**config.mk**
```make
export PLATFORM = sky130hd
export DESIGN_NAME = atom_admit
export DESIGN_NICKNAME = d
export VERILOG_FILES = /design/src/rtl/atom_admit_pkg.sv /design/src/rtl/atom_admit_ctrl.sv /design/src/rtl/atom_admit_dp.sv /design/src/rtl/atom_admit.sv
export SDC_FILE = /design/constraint.sdc
export NUM_CORES = 1
export LEC_CHECK = 0
export BUFFER_PORTS_ARGS = -buffer_cell sky130_fd_sc_hd__buf_2
export CAP_MARGIN = 10
export CORE_MARGIN = 2
export CORE_UTILIZATION = 45
export CTS_BUF_LIST = sky130_fd_sc_hd__clkbuf_8
export DETAILED_ROUTE_END_ITERATION = 10
export PLACE_DENSITY = 0.79
export SYNTH_ARGS = -nofsm -noshare
export SYNTH_HDL_FRONTEND = slang
export SYNTH_SLANG_ARGS = --single-unit
```
**constraint.sdc**
```tcl
create_clock -name clk -period 4.1 [get_ports clk]
set_input_delay 0.615 -clock clk [delete_from_list [all_inputs] [get_ports clk]]
set_output_delay 0.615 -clock clk [all_outputs]
set_load 0.05 [all_outputs]
```
**src/rtl/atom_admit_pkg.sv**
```systemverilog
package atom_admit_pkg;

  // Per-cycle event counts that the control hands to the datapath.
  typedef struct packed {
    logic [7:0] commitCnt;
    logic [7:0] stallCnt;
  } strobe_t;

endpackage

```
**src/rtl/atom_admit_ctrl.sv**
```systemverilog
module atom_admit_ctrl
  import atom_admit_pkg::*;
#(
  parameter int LANES   = 4,
  parameter int NUM_ALU = 64,
  parameter int LINE_W  = 26
) (
  input  logic                    clk,
  input  logic                    rst,
  input  logic [LANES-1:0]        tryValid,
  input  logic [LANES-1:0]        reserve,
  input  logic [LANES-1:0]        histHit,
  input  logic [LANES*LINE_W-1:0] lineFlat,
  output logic [LANES-1:0]        grant,
  output logic [LANES-1:0]        commit,
  output strobe_t                 stb
);

  // Lanes are resolved in index order. Each lane sees the commits of the
  // lanes below it, both for the budget and for the line hazard.
  always_comb begin
    int   early;
    logic clash;
    grant  = '0;
    commit = '0;
    for (int i = 0; i < LANES; i++) begin
      early = 0;
      clash = 1'b0;
      for (int j = 0; j < i; j++) begin
        if (commit[j]) begin
          early = early + 1;
          if (lineFlat[j*LINE_W +: LINE_W] == lineFlat[i*LINE_W +: LINE_W])
            clash = 1'b1;
        end
      end
      grant[i]  = tryValid[i] && !histHit[i] && !clash && (early < NUM_ALU);
      commit[i] = grant[i] && reserve[i];
    end
  end

  always_comb begin
    stb = '0;
    for (int i = 0; i < LANES; i++) begin
      if (commit[i]) stb.commitCnt = stb.commitCnt + 8'd1;
      if (tryValid[i] && !grant[i]) stb.stallCnt = stb.stallCnt + 8'd1;
    end
  end

  // a commit appears only on a lane that both tried and reserved.
  generate
    for (genvar i = 0; i < LANES; i++) begin : g_req
      p_commit_req_r8: assert property (@(posedge clk) disable iff (rst)
        commit[i] |-> (tryValid[i] && reserve[i]));
    end
  endgenerate

endmodule

```
**src/rtl/atom_admit_dp.sv**
```systemverilog
module atom_admit_dp
  import atom_admit_pkg::*;
#(
  parameter int LANES   = 4,
  parameter int NUM_ALU = 64,
  parameter int LAT     = 0,
  parameter int ADDR_W  = 32,
  parameter int OFF_W   = 6,
  localparam int LINE_W = ADDR_W - OFF_W
) (
  input  logic                    clk,
  input  logic                    rst,
  input  logic [LANES*ADDR_W-1:0] tryAddr,
  input  logic [LANES-1:0]        commit,
  input  strobe_t                 stb,
  output logic [LANES*LINE_W-1:0] lineFlat,
  output logic [LANES-1:0]        histHit,
  output logic [31:0]             opCount,
  output logic [31:0]             stallCount
);

  // the line address drops the byte offset inside the line.
  logic [LANES*OFF_W-1:0] unusedOffset;
  generate
    for (genvar i = 0; i < LANES; i++) begin : g_line
      assign lineFlat[i*LINE_W +: LINE_W]   = tryAddr[i*ADDR_W+OFF_W +: LINE_W];
      assign unusedOffset[i*OFF_W +: OFF_W] = tryAddr[i*ADDR_W +: OFF_W];
    end
  endgenerate

  // In-flight history: stage s holds the commits of the cycle s+1 back.
  generate
    if (LAT > 0) begin : g_hist
      logic [LANES-1:0]        histV [LAT];
      logic [LANES*LINE_W-1:0] histL [LAT];

      always_ff @(posedge clk) begin
        if (rst) begin
          for (int s = 0; s < LAT; s++) histV[s] <= '0;
        end else begin
          histV[0] <= commit;
          histL[0] <= lineFlat;
          for (int s = 1; s < LAT; s++) begin
            histV[s] <= histV[s-1];
            histL[s] <= histL[s-1];
          end
        end
      end

      always_comb begin
        histHit = '0;
        for (int i = 0; i < LANES; i++)
          for (int s = 0; s < LAT; s++)
            for (int j = 0; j < LANES; j++)
              if (histV[s][j] &&
                  histL[s][j*LINE_W +: LINE_W] == lineFlat[i*LINE_W +: LINE_W])
                histHit[i] = 1'b1;
      end

      for (genvar i = 0; i < LANES; i++) begin : g_chk
        // no commit to a line still inside the pipeline window.
        p_no_inflight_r4: assert property (@(posedge clk) disable iff (rst)
          commit[i] |-> !histHit[i]);
      end
    end else begin : g_nohist
      assign histHit = '0;
    end
  endgenerate

  always_ff @(posedge clk) begin
    if (rst) begin
      opCount    <= '0;
      stallCount <= '0;
    end else begin
      opCount    <= opCount + 32'(stb.commitCnt);
      stallCount <= stallCount + 32'(stb.stallCnt);
    end
  end

  // the per-cycle start budget.
  p_budget_r2: assert property (@(posedge clk) disable iff (rst)
    $countones(commit) <= NUM_ALU);

  // commits in one cycle never share a line.
  generate
    for (genvar i = 0; i < LANES; i++) begin : g_pi
      for (genvar j = i + 1; j < LANES; j++) begin : g_pj
        p_one_per_line_r3: assert property (@(posedge clk) disable iff (rst)
          !(commit[i] && commit[j] &&
            lineFlat[i*LINE_W +: LINE_W] == lineFlat[j*LINE_W +: LINE_W]));
      end
    end
  endgenerate

  // the counters move only with reported events.
  p_ops_hold_r9: assert property (@(posedge clk) disable iff (rst)
    (stb.commitCnt == 8'd0) |=> $stable(opCount));
  p_stall_hold_r9: assert property (@(posedge clk) disable iff (rst)
    (stb.stallCnt == 8'd0) |=> $stable(stallCount));

  // reset clears both counters.
  p_reset_clear_r10: assert property (@(posedge clk)
    rst |=> (opCount == 32'd0 && stallCount == 32'd0));

endmodule

```
**src/rtl/atom_admit.sv**
```systemverilog
module atom_admit
  import atom_admit_pkg::*;
#(
  parameter int LANES      = 4,
  parameter int NUM_ALU    = 64,
  parameter int LAT        = 0,
  parameter int ADDR_W     = 32,
  parameter int LINE_BYTES = 64,
  localparam int OFF_W     = $clog2(LINE_BYTES),
  localparam int LINE_W    = ADDR_W - OFF_W
) (
  input  logic                    clk,
  input  logic                    rst,
  input  logic [LANES-1:0]        tryValid,
  input  logic [LANES*ADDR_W-1:0] tryAddr,
  input  logic [LANES-1:0]        reserve,
  output logic [LANES-1:0]        grant,
  output logic [31:0]             opCount,
  output logic [31:0]             stallCount
);

  logic [LANES*LINE_W-1:0] lineFlat;
  logic [LANES-1:0]        histHit;
  logic [LANES-1:0]        commit;
  strobe_t                 stb;

  atom_admit_dp #(
    .LANES(LANES), .NUM_ALU(NUM_ALU), .LAT(LAT),
    .ADDR_W(ADDR_W), .OFF_W(OFF_W)
  ) dp_i (
    .clk(clk), .rst(rst), .tryAddr(tryAddr), .commit(commit), .stb(stb),
    .lineFlat(lineFlat), .histHit(histHit),
    .opCount(opCount), .stallCount(stallCount)
  );

  atom_admit_ctrl #(
    .LANES(LANES), .NUM_ALU(NUM_ALU), .LINE_W(LINE_W)
  ) ctrl_i (
    .clk(clk), .rst(rst), .tryValid(tryValid), .reserve(reserve),
    .histHit(histHit), .lineFlat(lineFlat),
    .grant(grant), .commit(commit), .stb(stb)
  );

  // grant never appears without a try.
  generate
    for (genvar i = 0; i < LANES; i++) begin : g_top
      p_grant_try_r7: assert property (@(posedge clk) disable iff (rst)
        grant[i] |-> tryValid[i]);
    end
  endgenerate

endmodule

```
==> run metrics, run 1 <==
status complete, but fails checks; failing checks negative setup slack; Starting Density 0.462; antenna cells 0; min Tclk post-route roughly 4.2 ns; register bit count reported by yosys between 60 and 70; PnR Total Power between 1.5 and 2 mW; # H-tree levels 3; IO Pins ~210; Reg2Reg Setup Slack approximately 2.0 ns; Syn Area/Cell between 8 and 9 um^2; ys flop type dfxtp_1; final hold violations 0; CP Class in -> reg; WP data arrival around 4.5 ns; crit path launch type input pin; top layer in use met4; non-filler cells, final a little over 1000; post-route setup TNS -0.850 ns; Slew HR 0.256; Die Span X 107 um; core box area slightly above 0.01 mm^2; Met3 Routed Length 973 um; CTS tree done; Hold Buf Count CTS 0; static leakage around 3.4 nW; # fillers roughly 750; Root Driver clkbuf_8; final-report setup violation count 18; Longest Clk Path Bufs 2; CP max FO 3; fin nets 1022; num rows 37; total routed wirelength approximately 17 mm; Final Skew between 0.01 and 0.015 ns; pwr dens approximately 250 mW/mm^2; Cells after DPL about 1000; Mapped Area about 0.0048 mm^2; share of cells above drive strength 1 0.432; GP Congestion between 0.9 and 1; total of max-cap violations 0; Die ar. around 0.011 mm^2; Chip Height about 110 um; drt first pass iters 5; crit path max-delay cell type or3_4; Buffers on Ports between 150 and 200; Synth async-reset ratio 0; Clock Pin Slew Worst Setup and Hold Paths roughly 0.09 ns; initial antenna violation count 0; first-pass GRT wire length 25.5 mm; Worst-Margin Slew around 1.1 ns; Post-synth EDFFs 0; post-DP HPWL approximately 13 mm; worst reg2reg endpoint dp_i.opCount[31]$_SDFF_PP0_; data required time of the worst path around 4.4 ns; Vias/cell 5.30; Setup WS post-layout -0.118 ns; Final ANT Viol Nets 0; crit end category register; unrepaired setup endpoints after global routing yes; remaining global-route overflow 0; Metal-1 WL between 6 and 7 mm; Critical R2R Launch dp_i.opCount[7]$_SDFF_PP0_; Met2 Routed Length approximately 9 mm; maximum VDD drop roughly 0.22 mV; R2R cell count 6; crit path launch tryAddr[48]; DRC viols 0; Final Util 0.717; worst min path class reg -> reg; CTS Buf Count 9; Critical Path Most Common Cell ha_4; Peak Freq approximately 240 MHz; post-synthesis cell count about 560; fin. max-slew vios 0; initial DRC count approximately 340; DR vias 5362; sequential fraction of the synthesis area 0.269; WL per Instance ~17 um; Netlist cell types 34; pin count of the biggest net entering global routing 65; Sink Count 64; Clock Latency Late Sink 0.34 ns; synthesized net count 715; Worst path max stage delay a little under 0.4 ns; fin crit share 1.03; vias in the first global route approximately 5400; yosys warns 0; termination of the worst setup path dp_i.opCount[31]$_SDFF_PP0_; worst path cell trace buf_2 -> xor2_1 -> nor4_1 -> nand4_1 -> or2_1 -> and3_4 -> ha_4 -> xnor2_4 -> ha_4 -> mux2_4 -> ha_4 -> a21o_1 -> a21o_1 -> a21oi_4 -> nor4_4 -> nand2_1 -> or3_4 -> a21oi_2; Total GRT Usage 0.283; Layout area overhead 55.2%
-- cell usage in the layout, fill, tap and decap left out, drive strengths merged, types with 12 or more instances in the layout --
cell | netlist | layout
buf | 2 | 304
dfxtp | 64 | 64
ha | 12 | 12
nand2 | 35 | 35
nand3 | 25 | 25
nand4 | 27 | 27
nor2 | 66 | 66
nor4 | 30 | 30
xnor2 | 85 | 85
xor2 | 128 | 128
-- power by group --
part | leakage (nW) | switching (mW) | internal, mW | total, mW
registers | 0.516 | 0.0117 | 0.632 | 0.644
clock network | 0.125 | 0.283 | 0.412 | 0.694
logic | 2.73 | 0.292 | 0.251 | 0.543
total | 3.38 | 0.587 | 1.29 | 1.88
-- synth_stat cells, types with 9 or more instances --
cell,n,share of area
xor2_1,128,0.24
nand4_1,26,0.034
nor2_1,65,0.051
dfxtp_1,64,0.27
ha_1,12,0.031
xnor2_1,85,0.16
nand3_1,25,0.026
nor4_1,28,0.037
or3_1,9,0.012
nand2_1,35,0.028
a21oi_1,11,0.012
-- stage by stage --
step | hold slack (ns) | worst slack [ns] | cell area (um^2)
2_1_floorplan | 0.713 | 0.0278 | 4820
3_3_place_gp | 0.467 | -0.459 | 6670
3_5_place_dp | 0.500 | -0.521 | 6670
4_1_cts | 0.510 | 0.0109 | 7080
5_1_grt | 0.547 | -0.250 | 7400
6_report | 0.512 | -0.118 | 7400
-- layout make-up --
type / instances / area [um^2] / area share
multi-input cells: 483 / 3790 / 0.512
well taps: 136 / 170 / 0.0230
flip-flops and latches: 64 / 1280 / 0.173
repair buffers: 304 / 1890 / 0.255
clock buffers: 9 / 124 / 0.0167
clock inverters: 7 / 125 / 0.0169
inverters: 8 / 30.0 / 0.00406
-- how the worst min path moves through the flow --
| stage | startpoint | endpoint | cells after the start |
|---|---|---|---|
| after global routing | dp_i.stallCount[16]$_SDFF_PP0_ | dp_i.stallCount[16]$_SDFF_PP0_ | 2 |
| after global placement | dp_i.stallCount[31]$_SDFF_PP0_ | dp_i.stallCount[31]$_SDFF_PP0_ | 2 |
| final | dp_i.stallCount[16]$_SDFF_PP0_ | dp_i.stallCount[16]$_SDFF_PP0_ | 2 |
| after detailed placement | dp_i.stallCount[16]$_SDFF_PP0_ | dp_i.stallCount[16]$_SDFF_PP0_ | 2 |
| after floorplan | dp_i.opCount[31]$_SDFF_PP0_ | dp_i.opCount[31]$_SDFF_PP0_ | 2 |
| after CTS | dp_i.stallCount[16]$_SDFF_PP0_ | dp_i.stallCount[16]$_SDFF_PP0_ | 2 |
-- sequential cells by signal, indices dropped and copies added, names as in the netlist --
signal and flops:
dp_i.opCount 32, dp_i.stallCount 32
-- critical path, delay by kind of cell --
kind	cells	cell delay [ns]
adders and majority gates	3	0.78
AOI/OAI and AO/OA	4	0.51
buffers and inverters	1	0.11
and+or+nand+nor	7	1.88
muxes	1	0.28
xor gates and xnor gates	2	0.29
-- what timing repair did --
| action | 4_1_cts | 5_1_grt |
|---|---|---|
| pin swaps | 24 | 37 |
| gates cloned | 0 | 0 |
| resized for setup | 21 | 49 |
| endpoints found under the setup margin | 22 | 49 |
| buffers inserted | 7 | 8 |
-- cells by family (layout without fill, tap and decap cells) --
group                      after synthesis  after routing  synth area share
muxes                                    3              3           0.00656
AOI/OAI and AO/OA                       26             26            0.0320
and+or+nand+nor                        226            226             0.248
buffers and inverters                   16            328            0.0134
DFF                                     64             64             0.269
adders and majority gates               14             14            0.0399
other                                    1              1          0.000786
xor gates and xnor gates               213            213             0.391
-- metal layers --
layer	up-vias	track usage
met2	230	0.526
li1	2522	-
met4	0	0.114
met5	-	0
met1	2552	0.319
met3	58	0.0468
Note: power is estimated with default switching activity, not from simulation.
==> run 2, diff against run 1 <==
CORE_UTILIZATION = 44   (was 45)
CTS_BUF_LIST = default   (was sky130_fd_sc_hd__clkbuf_8)
HOLD_SLACK_MARGIN = 0.15   (was default)
PLACE_DENSITY = 0.78   (was 0.79)
==> run 2 against run 1 <==
  * The flow still finishes with violations (negative setup slack)
  * Sequential share of layout area up 0.42 points
  * Non-clock buffer count down 4
  * Via count fell by 4.5%
  * Total power down 1.7%
  * Worst setup slack improved by 0.096 ns
  * Critical path depth is 1 higher
  * Register-to-register slack improved by 0.07 ns
  * Count of clock-buffer cells in the layout is the same
  * Clock skew rose by 0.0012 ns
  * First-iteration DRC count down 21%
  * Largest power group unchanged
==> run metrics, run 2 (synthesized netlist as in run 1, its figures left out) <==
status complete, but fails checks; failing checks negative setup slack; Layout area overhead 51.5%; crit end category register; Die Span X 108 um (+1.1%); static leakage 3.34 nW (-1.1%); drt first pass iters 5 (unchanged); Final Skew 0.0157 ns (+0.00116 ns); remaining global-route overflow 0 (unchanged); placed cell areas 0.00672 mm^2 (+0.75%); Hold Buf Count CTS 0 (unchanged); # H-tree levels 3 (unchanged); Starting Density 0.446 (-0.0162); Root Driver clkbuf_8; worst min path class reg -> reg; CTS Buf Count 9 (unchanged); GP Congestion 0.933 (-6.2%); most frequent cells in the layout buf_2 (173), xor2_1 (124), buf_4 (120); GR met3 Demand/Resource 0.0506 (+0.00382); data required time of the worst path 4.36 ns (about the same); WP data arrival 4.39 ns (-0.10 ns); met1 Resource Use GR 0.275 (-0.0440); Reg2Reg Setup Slack 2.02 ns (+0.07 ns); Clock Latency Late Sink 0.34 ns (about the same); Longest Clk Path Bufs 2 (unchanged); Setup WS post-layout -0.0224 ns (+0.0958 ns); Top Registers dp_i.opCount x32, dp_i.stallCount x32; antenna cells 0 (unchanged); CP max FO 4 (+1); DR vias 5119 (-4.5%); fin nets 1018 (-0.39%); Critical R2R Launch dp_i.opCount[0]$_SDFF_PP0_; first-pass GRT wire length 23.4 mm (-8.2%); IO Pins 206 (unchanged); initial antenna violation count 0 (unchanged); Worst-Margin Slew 1.15 ns (+0.0344 ns); post-DP HPWL 12.4 mm (-5.2%); Die ar. 0.0117 mm^2 (+2.2%); Vias/cell 5.06 (-4.5%); gr busiest metal met2; Cells after DPL 990 (+1.0%); WL per Instance 15.4 um (-8.7%); total of max-cap violations 0 (unchanged); Slew HR 0.233 (-0.0229); min Tclk post-route 4.12 ns (-0.0958 ns); most common cell after layout, fill and taps aside buf_2; Sink Count 64 (unchanged); grt met2 use 0.478 (-0.0475); worst reg2reg endpoint dp_i.opCount[26]$_SDFF_PP0_; post-route cell area 0.00723 mm^2 (-2.4%); Clock Pin Slew Worst Setup and Hold Paths 0.09 ns (about the same); crit path launch tryAddr[41]; crit path launch type input pin; vias in the first global route 5056 (-6.2%); DRC viols 0 (unchanged); R2R cell count 9 (+3); num rows 38 (+2.7%); fin. max-slew vios 0 (unchanged); final hold violations 0 (unchanged); Final ANT Viol Nets 0 (unchanged); core box area 0.0107 mm^2 (+3.6%); maximum VDD drop 0.335 mV (+52%); Total GRT Usage 0.256 (-0.0265); Peak Freq 243 MHz (+2.3%); CTS tree done; final-report setup violation count 2 (-16); non-filler cells, final 1011 (unchanged); Buffers on Ports 181 (unchanged); termination of the worst setup path dp_i.opCount[16]$_SDFF_PP0_; Chip Height 108 um (+1.1%); total routed wirelength 15.5 mm (-8.7%); pin count of the biggest net entering global routing 65 (unchanged); initial DRC count 266 (-21%); CP Class in -> reg; pwr dens 256 mW/mm^2 (+0.64%); share of cells above drive strength 1 0.405 (-0.0267); fin crit share 1.01 (-0.0234)
run 2: timing repair:
item | in CTS | in global routing
setup endpoints to repair | 11 | 31
pin swaps | 2 | 33
resized for setup | 6 | 41
setup buffers | 0 | 5
run 2: power by group:
group | internal (mW) | switching (mW)
registers | 0.632 | 0.00961
logic | 0.246 | 0.280
clock network | 0.412 | 0.268
run 2: routing by layer:
layer / vias to the layer above / wire [um]
met4: 0 / 732
li1: 2517 / -
met2: 214 / 7920
met1: 2339 / 5970
met5: - / 0
met3: 49 / 919
run 2: final cells by class:
type                            count  area, um^2
Clock inverter                      7         128
Timing Repair Buffer              300        1850
Clock buffer                        9         124
Tap cell                          140         175
Sequential cell                    64        1280
Inverter                            8        30.0
Fill cell                         863        3470
Multi-Input combinational cell    483        3640
run 2: how the worst min path moves through the flow:
| stage | startpoint | endpoint | slack [ns] | cells after the start |
|---|---|---|---|---|
| 2_1_floorplan | dp_i.opCount[31]$_SDFF_PP0_ | dp_i.opCount[31]$_SDFF_PP0_ | 0.71 | 2 |
| 3_5_place_dp | dp_i.opCount[31]$_SDFF_PP0_ | dp_i.opCount[31]$_SDFF_PP0_ | 0.48 | 2 |
| 6_report | dp_i.opCount[6]$_SDFF_PP0_ | dp_i.opCount[6]$_SDFF_PP0_ | 0.51 | 2 |
| 3_3_place_gp | dp_i.opCount[31]$_SDFF_PP0_ | dp_i.opCount[31]$_SDFF_PP0_ | 0.47 | 2 |
| 4_1_cts | dp_i.opCount[16]$_SDFF_PP0_ | dp_i.opCount[16]$_SDFF_PP0_ | 0.50 | 2 |
| 5_1_grt | dp_i.opCount[6]$_SDFF_PP0_ | dp_i.opCount[6]$_SDFF_PP0_ | 0.53 | 2 |
run 2: metrics by stage:
step           worst slack (ns)  utilization  setup TNS (ns)  total power [mW]  hold slack [ns]
2_1_floorplan            0.0278            -               0             0.892            0.713
3_3_place_gp             -0.357        0.628           -7.21              1.13            0.467
3_5_place_dp             -0.528        0.628          -10.16              1.14            0.481
4_1_cts                 0.00871        0.655               0              1.82            0.500
5_1_grt                  -0.119        0.676           -1.24              1.93            0.533
6_report                -0.0224        0.676         -0.0315              1.85            0.508
run 2: critical path: stages:
cell	delay, ns
buf_4	0.13
xor2_2	0.15
nor4_2	0.34
nand4_1	0.22
or2_1	0.29
and3_4	0.17
ha_4	0.26
xnor2_4	0.21
ha_4	0.15
inv_1	0.04
nor3_2	0.17
xor2_1	0.10
ha_1	0.33
a21o_1	0.17
a21oi_4	0.10
buf_6	0.14
or3_4	0.32
or3_4	0.34
a21oi_2	0.15
